## config.mk

```make
export PLATFORM = sky130hd
export DESIGN_NAME = lcd_pwr_status_ctrl
export DESIGN_NICKNAME = d
export VERILOG_FILES = /design/src/rtl/lcd_pwr_pkg.sv /design/src/rtl/lcd_pwr_ctrl.sv /design/src/rtl/lcd_pwr_regs.sv /design/src/rtl/lcd_pwr_status_ctrl.sv
export SDC_FILE = /design/constraint.sdc
export NUM_CORES = 1
export LEC_CHECK = 0
export BUFFER_PORTS_ARGS = -buffer_cell sky130_fd_sc_hd__buf_2
export CAP_MARGIN = 20
export CORE_ASPECT_RATIO = 0.7
export CORE_MARGIN = 2
export CORE_UTILIZATION = 35
export DETAILED_ROUTE_END_ITERATION = 6
export PLACE_DENSITY = 0.65
export SLEW_MARGIN = 10
export SYNTH_ARGS = -nofsm -noshare
export SYNTH_HDL_FRONTEND = slang
export SYNTH_SLANG_ARGS = --single-unit
```

## constraint.sdc

```tcl
create_clock -name clk -period 2 [get_ports clk]
set_clock_uncertainty 0.1 [all_clocks]
set_input_delay 0.2 -clock clk [delete_from_list [all_inputs] [get_ports clk]]
set_output_delay 0.2 -clock clk [all_outputs]
set_load 0.02 [all_outputs]
```

## src/rtl/lcd_pwr_pkg.sv

```systemverilog
package lcd_pwr_pkg;

  typedef enum logic [2:0] {
    MODE_NORMAL  = 3'd0,
    MODE_ALLLIT  = 3'd1,
    MODE_ALLOFF  = 3'd2,
    MODE_STANDBY = 3'd3,
    MODE_SLEEP   = 3'd4
  } lcdMode_e;

  typedef struct packed {
    logic wrDisp;
    logic wrAll;
    logic wrRev;
    logic wrIcon;
    logic wrAdc;
    logic wrStatic;
    logic wrBias;
    logic wrCom;
    logic wrPwr;
    logic clear;
  } flagStrobe_t;

endpackage

```

## src/rtl/lcd_pwr_ctrl.sv

```systemverilog
module lcd_pwr_ctrl
  import lcd_pwr_pkg::*;
#(
  parameter int BUSY_CYCLES = 4
) (
  input  logic        clk,
  input  logic        rstN,
  input  logic        wrDisplay,
  input  logic        wrAllLit,
  input  logic        wrReverse,
  input  logic        wrIconOnly,
  input  logic        wrAdc,
  input  logic        wrStaticIcon,
  input  logic        wrBias,
  input  logic        wrComOrder,
  input  logic        wrPowerCtl,
  input  logic        softReset,
  output flagStrobe_t strb,
  output logic        busy
);

  localparam int CNT_W = $clog2(BUSY_CYCLES + 1);

  logic [CNT_W-1:0] busyCnt;

  // Busy window: loaded while reset is held, counts down after release.
  always_ff @(posedge clk or negedge rstN) begin
    if (!rstN) begin
      busyCnt <= CNT_W'(BUSY_CYCLES);
    end else if (busyCnt != '0) begin
      busyCnt <= busyCnt - CNT_W'(1);
    end
  end

  assign busy = (busyCnt != '0);

  // Strobes are dropped while busy; a soft reset masks all others.
  always_comb begin
    strb = '0;
    if (!busy) begin
      if (softReset) begin
        strb.clear = 1'b1;
      end else begin
        strb.wrDisp   = wrDisplay;
        strb.wrAll    = wrAllLit;
        strb.wrRev    = wrReverse;
        strb.wrIcon   = wrIconOnly;
        strb.wrAdc    = wrAdc;
        strb.wrStatic = wrStaticIcon;
        strb.wrBias   = wrBias;
        strb.wrCom    = wrComOrder;
        strb.wrPwr    = wrPowerCtl;
      end
    end
  end

  // once the busy window has closed it never reopens without reset
  assert_busy_once_R9: assert property (@(posedge clk) disable iff (!rstN)
    !busy |=> !busy);

  // while a soft reset is decoded no flag write is passed on
  assert_clear_alone_R12: assert property (@(posedge clk) disable iff (!rstN)
    strb.clear |-> !(strb.wrDisp || strb.wrAll || strb.wrPwr || strb.wrStatic));

endmodule

```

## src/rtl/lcd_pwr_regs.sv

```systemverilog
module lcd_pwr_regs
  import lcd_pwr_pkg::*;
#(
  parameter int PWR_W = 3
) (
  input  logic             clk,
  input  logic             rstN,
  input  flagStrobe_t      strb,
  input  logic [PWR_W-1:0] cmdData,
  input  logic             busy,
  output logic             oscEn,
  output logic [PWR_W-1:0] supplyCtl,
  output logic             dutyDriveEn,
  output logic             staticIconEn,
  output logic             blankN,
  output logic             biasSel,
  output logic             comOrderRev,
  output lcdMode_e         mode,
  output logic [7:0]       statusByte
);

  logic             dispOn;
  logic             allLit;
  logic             reverse;
  logic             iconOnly;
  logic             adcNormal;
  logic             staticOn;
  logic             bias17;
  logic             comRev;
  logic [PWR_W-1:0] pwrCtl;
  logic             psave;

  always_ff @(posedge clk or negedge rstN) begin
    if (!rstN) begin
      dispOn    <= 1'b0;
      allLit    <= 1'b0;
      reverse   <= 1'b0;
      iconOnly  <= 1'b0;
      adcNormal <= 1'b1;
      staticOn  <= 1'b0;
      bias17    <= 1'b0;
      comRev    <= 1'b0;
      pwrCtl    <= '0;
    end else if (strb.clear) begin
      // force-all-on is deliberately kept
      dispOn    <= 1'b0;
      reverse   <= 1'b0;
      iconOnly  <= 1'b0;
      adcNormal <= 1'b1;
      staticOn  <= 1'b0;
      bias17    <= 1'b0;
      comRev    <= 1'b0;
      pwrCtl    <= '0;
    end else begin
      if (strb.wrDisp)   dispOn    <= cmdData[0];
      if (strb.wrAll)    allLit    <= cmdData[0];
      if (strb.wrRev)    reverse   <= cmdData[0];
      if (strb.wrIcon)   iconOnly  <= cmdData[0];
      if (strb.wrAdc)    adcNormal <= cmdData[0];
      if (strb.wrStatic) staticOn  <= cmdData[0];
      if (strb.wrBias)   bias17    <= cmdData[0];
      if (strb.wrCom)    comRev    <= cmdData[0];
      if (strb.wrPwr)    pwrCtl    <= cmdData;
    end
  end

  assign psave = !dispOn && allLit;

  always_comb begin
    if (psave)       mode = staticOn ? MODE_STANDBY : MODE_SLEEP;
    else if (dispOn) mode = allLit ? MODE_ALLLIT : MODE_NORMAL;
    else             mode = MODE_ALLOFF;
  end

  always_comb begin
    unique case (mode)
      MODE_SLEEP: begin
        oscEn        = 1'b0;
        supplyCtl    = '0;
        dutyDriveEn  = 1'b0;
        staticIconEn = 1'b0;
      end
      MODE_STANDBY: begin
        oscEn        = 1'b1;
        supplyCtl    = '0;
        dutyDriveEn  = 1'b0;
        staticIconEn = 1'b1;
      end
      MODE_ALLOFF: begin
        oscEn        = 1'b1;
        supplyCtl    = pwrCtl;
        dutyDriveEn  = 1'b0;
        staticIconEn = staticOn;
      end
      default: begin
        oscEn        = 1'b1;
        supplyCtl    = pwrCtl;
        dutyDriveEn  = 1'b1;
        staticIconEn = staticOn;
      end
    endcase
  end

  assign blankN      = !psave;
  assign biasSel     = bias17;
  assign comOrderRev = comRev;
  assign statusByte  = {busy, adcNormal, !dispOn, busy, psave, iconOnly, reverse, allLit};

  // a soft reset taken in standby lands in sleep
  assert_standby_to_sleep_R5: assert property (@(posedge clk) disable iff (!rstN)
    (mode == MODE_STANDBY && strb.clear) |=> (mode == MODE_SLEEP));

  // a soft reset always leaves the panel disabled
  assert_clear_wins_R12: assert property (@(posedge clk) disable iff (!rstN)
    strb.clear |=> !statusByte[6-1] == 1'b0);

  // sleep stops every driver and the oscillator
  assert_sleep_quiet_R3: assert property (@(posedge clk) disable iff (!rstN)
    (mode == MODE_SLEEP) |-> (!oscEn && !dutyDriveEn && !staticIconEn && supplyCtl == '0));

  // standby keeps oscillator and icon drive only
  assert_standby_gates_R4: assert property (@(posedge clk) disable iff (!rstN)
    (mode == MODE_STANDBY) |-> (oscEn && staticIconEn && !dutyDriveEn && supplyCtl == '0));

  // blanking line is low in either power-save mode
  assert_blank_low_R8: assert property (@(posedge clk) disable iff (!rstN)
    (mode == MODE_STANDBY || mode == MODE_SLEEP) |-> !blankN);

  // a wake write restores the stored supply bits at once
  assert_wake_supply_R10: assert property (@(posedge clk) disable iff (!rstN)
    (psave && strb.wrDisp && cmdData[0] && !strb.wrPwr && !strb.clear)
      |=> (supplyCtl == $past(pwrCtl) && blankN));

endmodule

```

## src/rtl/lcd_pwr_status_ctrl.sv

```systemverilog
module lcd_pwr_status_ctrl
  import lcd_pwr_pkg::*;
#(
  parameter int BUSY_CYCLES = 4,
  parameter int PWR_W       = 3
) (
  input  logic             clk,
  input  logic             rstN,
  input  logic             wrDisplay,
  input  logic             wrAllLit,
  input  logic             wrReverse,
  input  logic             wrIconOnly,
  input  logic             wrAdc,
  input  logic             wrStaticIcon,
  input  logic             wrBias,
  input  logic             wrComOrder,
  input  logic             wrPowerCtl,
  input  logic             softReset,
  input  logic [PWR_W-1:0] cmdData,
  output logic             oscEn,
  output logic [PWR_W-1:0] supplyCtl,
  output logic             dutyDriveEn,
  output logic             staticIconEn,
  output logic             blankN,
  output logic             biasSel,
  output logic             comOrderRev,
  output logic [2:0]       modeCode,
  output logic [7:0]       statusByte
);

  flagStrobe_t strb;
  logic        busy;
  lcdMode_e    mode;

  lcd_pwr_ctrl #(.BUSY_CYCLES(BUSY_CYCLES)) u_ctrl (
    .clk          (clk),
    .rstN         (rstN),
    .wrDisplay    (wrDisplay),
    .wrAllLit     (wrAllLit),
    .wrReverse    (wrReverse),
    .wrIconOnly   (wrIconOnly),
    .wrAdc        (wrAdc),
    .wrStaticIcon (wrStaticIcon),
    .wrBias       (wrBias),
    .wrComOrder   (wrComOrder),
    .wrPowerCtl   (wrPowerCtl),
    .softReset    (softReset),
    .strb         (strb),
    .busy         (busy)
  );

  lcd_pwr_regs #(.PWR_W(PWR_W)) u_regs (
    .clk          (clk),
    .rstN         (rstN),
    .strb         (strb),
    .cmdData      (cmdData),
    .busy         (busy),
    .oscEn        (oscEn),
    .supplyCtl    (supplyCtl),
    .dutyDriveEn  (dutyDriveEn),
    .staticIconEn (staticIconEn),
    .blankN       (blankN),
    .biasSel      (biasSel),
    .comOrderRev  (comOrderRev),
    .mode         (mode),
    .statusByte   (statusByte)
  );

  assign modeCode = mode;

endmodule

```

==> impl_metrics.tcl <==
set metrics [dict create \
    yosysTopAreaCellShare 0.3883 \
    instances_no_fill 135 \
    finalMaxSlewViolations 0 \
    diodes 0 \
    placed_area_um2 909.6 \
    synth_top_family_by_area "compound AO/OA/AOI/OAI gates" \
    ctsHtreeMaxLevel 1 \
    max-clock-path-buffers 2 \
    power.density_mw_per_mm2 658.8 \
    worstHoldStart "wrAdc" \
    r2r-start "u_ctrl.busyCnt[0]" \
    synth_compound_area_frac 0.2055 \
    hp-class "primary input to register" \
    min_period_over_period 0.8501 \
    yosysUniqueCellTypes 28 \
    synth_adder_area_share 0.03236 \
    clk_pin_slew_ns 0.08 \
    switching_share 0.3045 \
    slew_headroom 0.7772 \
    drt_pass1_iterations 4 \
    via_per_inst 4.467 \
    initial_core_util 0.3648 \
    synth_common_cells "dfrtp_1 (12), buf_4 (8), inv_1 (8), o21ai_0 (8), a22o_2 (6)" \
    tightest_slew_ns 0.3331 \
    p_leak_nw 0.5075 \
    cts_setup_buffers 0 \
    synthTopCellsByArea "dfrtp_1 (39%), a22o_2 (7.8%), buf_4 (7.8%)" \
    synthSimpleGateAreaFrac 0.1117 \
    drive_gt1_frac 0.5146 \
    area_growth_syn_to_layout_pct 22.33 \
    ant_nets 0 \
    totalNegativeSetupSlack_ns 0 \
    wl_um 1546 \
    multi_input_area_um2 305.3 \
    fin_util 0.4463 \
    cts_sinks 14 \
    seq_area_frac_synth 0.4563 \
    outcome "completed" \
    drv_cap 0 \
    antenna_found_initial 0 \
    ir_worst_vdd_mv 0.3396 \
    syn_avg_cell_area_um2 10.45 \
    ys_async_sr_fraction 1.000 \
    p_seq_frac 0.497 \
    syn_inst 74 \
    drtIter0Drc 17 \
    synth_most_common_cell "dfrtp_1" \
    synth_xor_xnor_area_share 0.01133 \
    syn-num-nets 91 \
    power_frac_comb 0.236 \
    period_needed_ns 1.700 \
    fmax_ghz 0.5881 \
    critPathLaunch "u_ctrl.busyCnt[0]" \
    final_area_um2 945.9 \
    ys_seq_elements 14 \
    ios 35 \
    max_stage_delay_ns 0.38 \
    worstPathArrival_ns 1.40 \
    gp_congestion 0.6568 \
    crit_chain "inv_1 -> ha_1 -> nor2b_2 -> inv_2 -> buf_2" \
    worstPathRequired_ns 1.70 \
    hold_violations 0 \
    wire_per_inst_um 11.45 \
    syn-cell-area_um2 773.2 \
    grt_pass1_vias 553 \
    final_nets 121 \
    rsz0062_at_grt "false" \
    switchingPower_uw 189.7 \
    synth-main-ff-cell "dfrtp_1" \
    ff_latch_area_um2 352.8 \
    placementRows 14 \
    ys_warn_count 0 \
    crit_type "register to primary output" \
    cts_tree "yes" \
    core_area_mm2 0.002120 \
    cts_buffers 3 \
    synthMuxAreaShare 0.03398 \
    synth_edf_count 0 \
    cp_max_fo 6 \
    grt_max_degree 15 \
    grt_pass1_wl_um 2525 \
    nFillCells 215 \
    yosysTopAreaCell "dfrtp_1" \
    die_height_um 43.33 \
    vias 603 \
    crit_path_end_kind "primary output" \
    grt_usage 0.1330 \
    dp.cells 130 \
    die_area_mm2 0.002607 \
    root_buffer "clkbuf_4" \
    dpl.hpwl_um 1219 \
    die_w_um 60.18 \
    drc 0 \
    pwr-share-clk 0.268 \
    power.internal_uw 433.4 \
    worst_path_max_delay_cell "dfrtp_1" \
    hold_ws_ns 0.006787 \
    portBuffers 34 \
    setup_viol_count_final 0 \
    clkLatencyLatePin_ns 0.28 \
    cp-start-kind "register" \
    grt-ovfl-total 0 \
]
[kinds of logic after synthesis]
logic type               after synthesis
AO/OA/AOI/OAI                         22
buffers and inverters                 20
flip-flops                            14
AND/OR/NAND/NOR                       13
multiplexers                           2
adder cells (fa/ha/maj)                2
XOR/XNOR                               1
[cell type report]
| type | count | area share |
|---|---|---|
| repair buffers | 36 | 0.1984 |
| multi-input cells | 40 | 0.3228 |
| clock buffers | 4 | 0.02778 |
| flip-flops and latches | 14 | 0.3730 |
| well taps | 32 | 0.04233 |
| inverters | 9 | 0.03571 |
[power groups by stage]
| stage | sequential (mW) | combinational [mW] | clock, mW |
|---|---|---|---|
| finish | 0.310 | 0.147 | 0.167 |
| global route | 0.312 | 0.161 | 0.187 |
| CTS | 0.310 | 0.149 | 0.172 |
| detailed placement | 0.315 | 0.147 | 0 |
| global placement | 0.315 | 0.146 | 0 |
| floorplan | 0.315 | 0.101 | 0 |
[worst max-delay path: cells and delay by family (launching register included)]
family | cells | cell delay, ns
buffers and inverters | 3 | 0.36
flip-flops | 1 | 0.38
AND/OR/NAND/NOR | 1 | 0.17
adder cells (fa/ha/maj) | 1 | 0.21
[registers in the layout (all words and copies together), names as in the netlist]
| signal | cells |
|---|---|
| u_regs.reverse | 1 |
| u_regs.iconOnly | 1 |
| u_regs.allLit | 1 |
| u_regs.pwrCtl | 3 |
| u_regs.comOrderRev | 1 |
| u_regs.dispOn | 1 |
| u_regs.adcNormal | 1 |
| u_ctrl.busyCnt | 3 |
| u_regs.biasSel | 1 |
| u_regs.staticOn | 1 |
[through the flow]
step	setup slack [ns]	power (mW)
finish	0.2997	0.6232
global route	0.2012	0.6600
CTS	0.2830	0.6310
detailed placement	0.4321	0.4622
global placement	0.4950	0.4605
floorplan	0.4346	0.4159
[worst paths after layout]
kind	end	slack [ns]	cells past startpoint
worst max register to register	u_regs.dispOn	0.43	6
max in group asynchronous	u_ctrl.busyCnt[2]	1.28	2
worst min-delay path	u_regs.adcNormal	0.007	2
worst max-delay path	statusByte[4]	0.30	5
min in group asynchronous	u_ctrl.busyCnt[1]	0.24	2
worst min register to register	u_regs.adcNormal	0.37	2
[cells in the final DEF (no fill, tap or decap), drive strengths merged, types with 2 or more instances in the layout]
master  instances
a21oi           2
a22o            7
and2            3
buf            35
clkbuf          4
dfrtp          12
dfstp           2
ha              2
inv             9
mux2            2
nor2            4
o21ai          10
[per-layer routing]
metal,vias up,share of wire,wire length (µm),track usage
met5,-,0,0,0
met4,0,0,0,0.01333
met3,0,0.11,168,0.07012
met2,30,0.40,619,0.1935
met1,269,0.49,758,0.1829
li1,304,-,-,-
[repair_timing]
action                                 4_1_cts  5_1_grt
hold buffers                                 1        0
endpoints found under the hold margin       14        0
resized for setup                            0        0
Power figures use the tool's default switching activity.
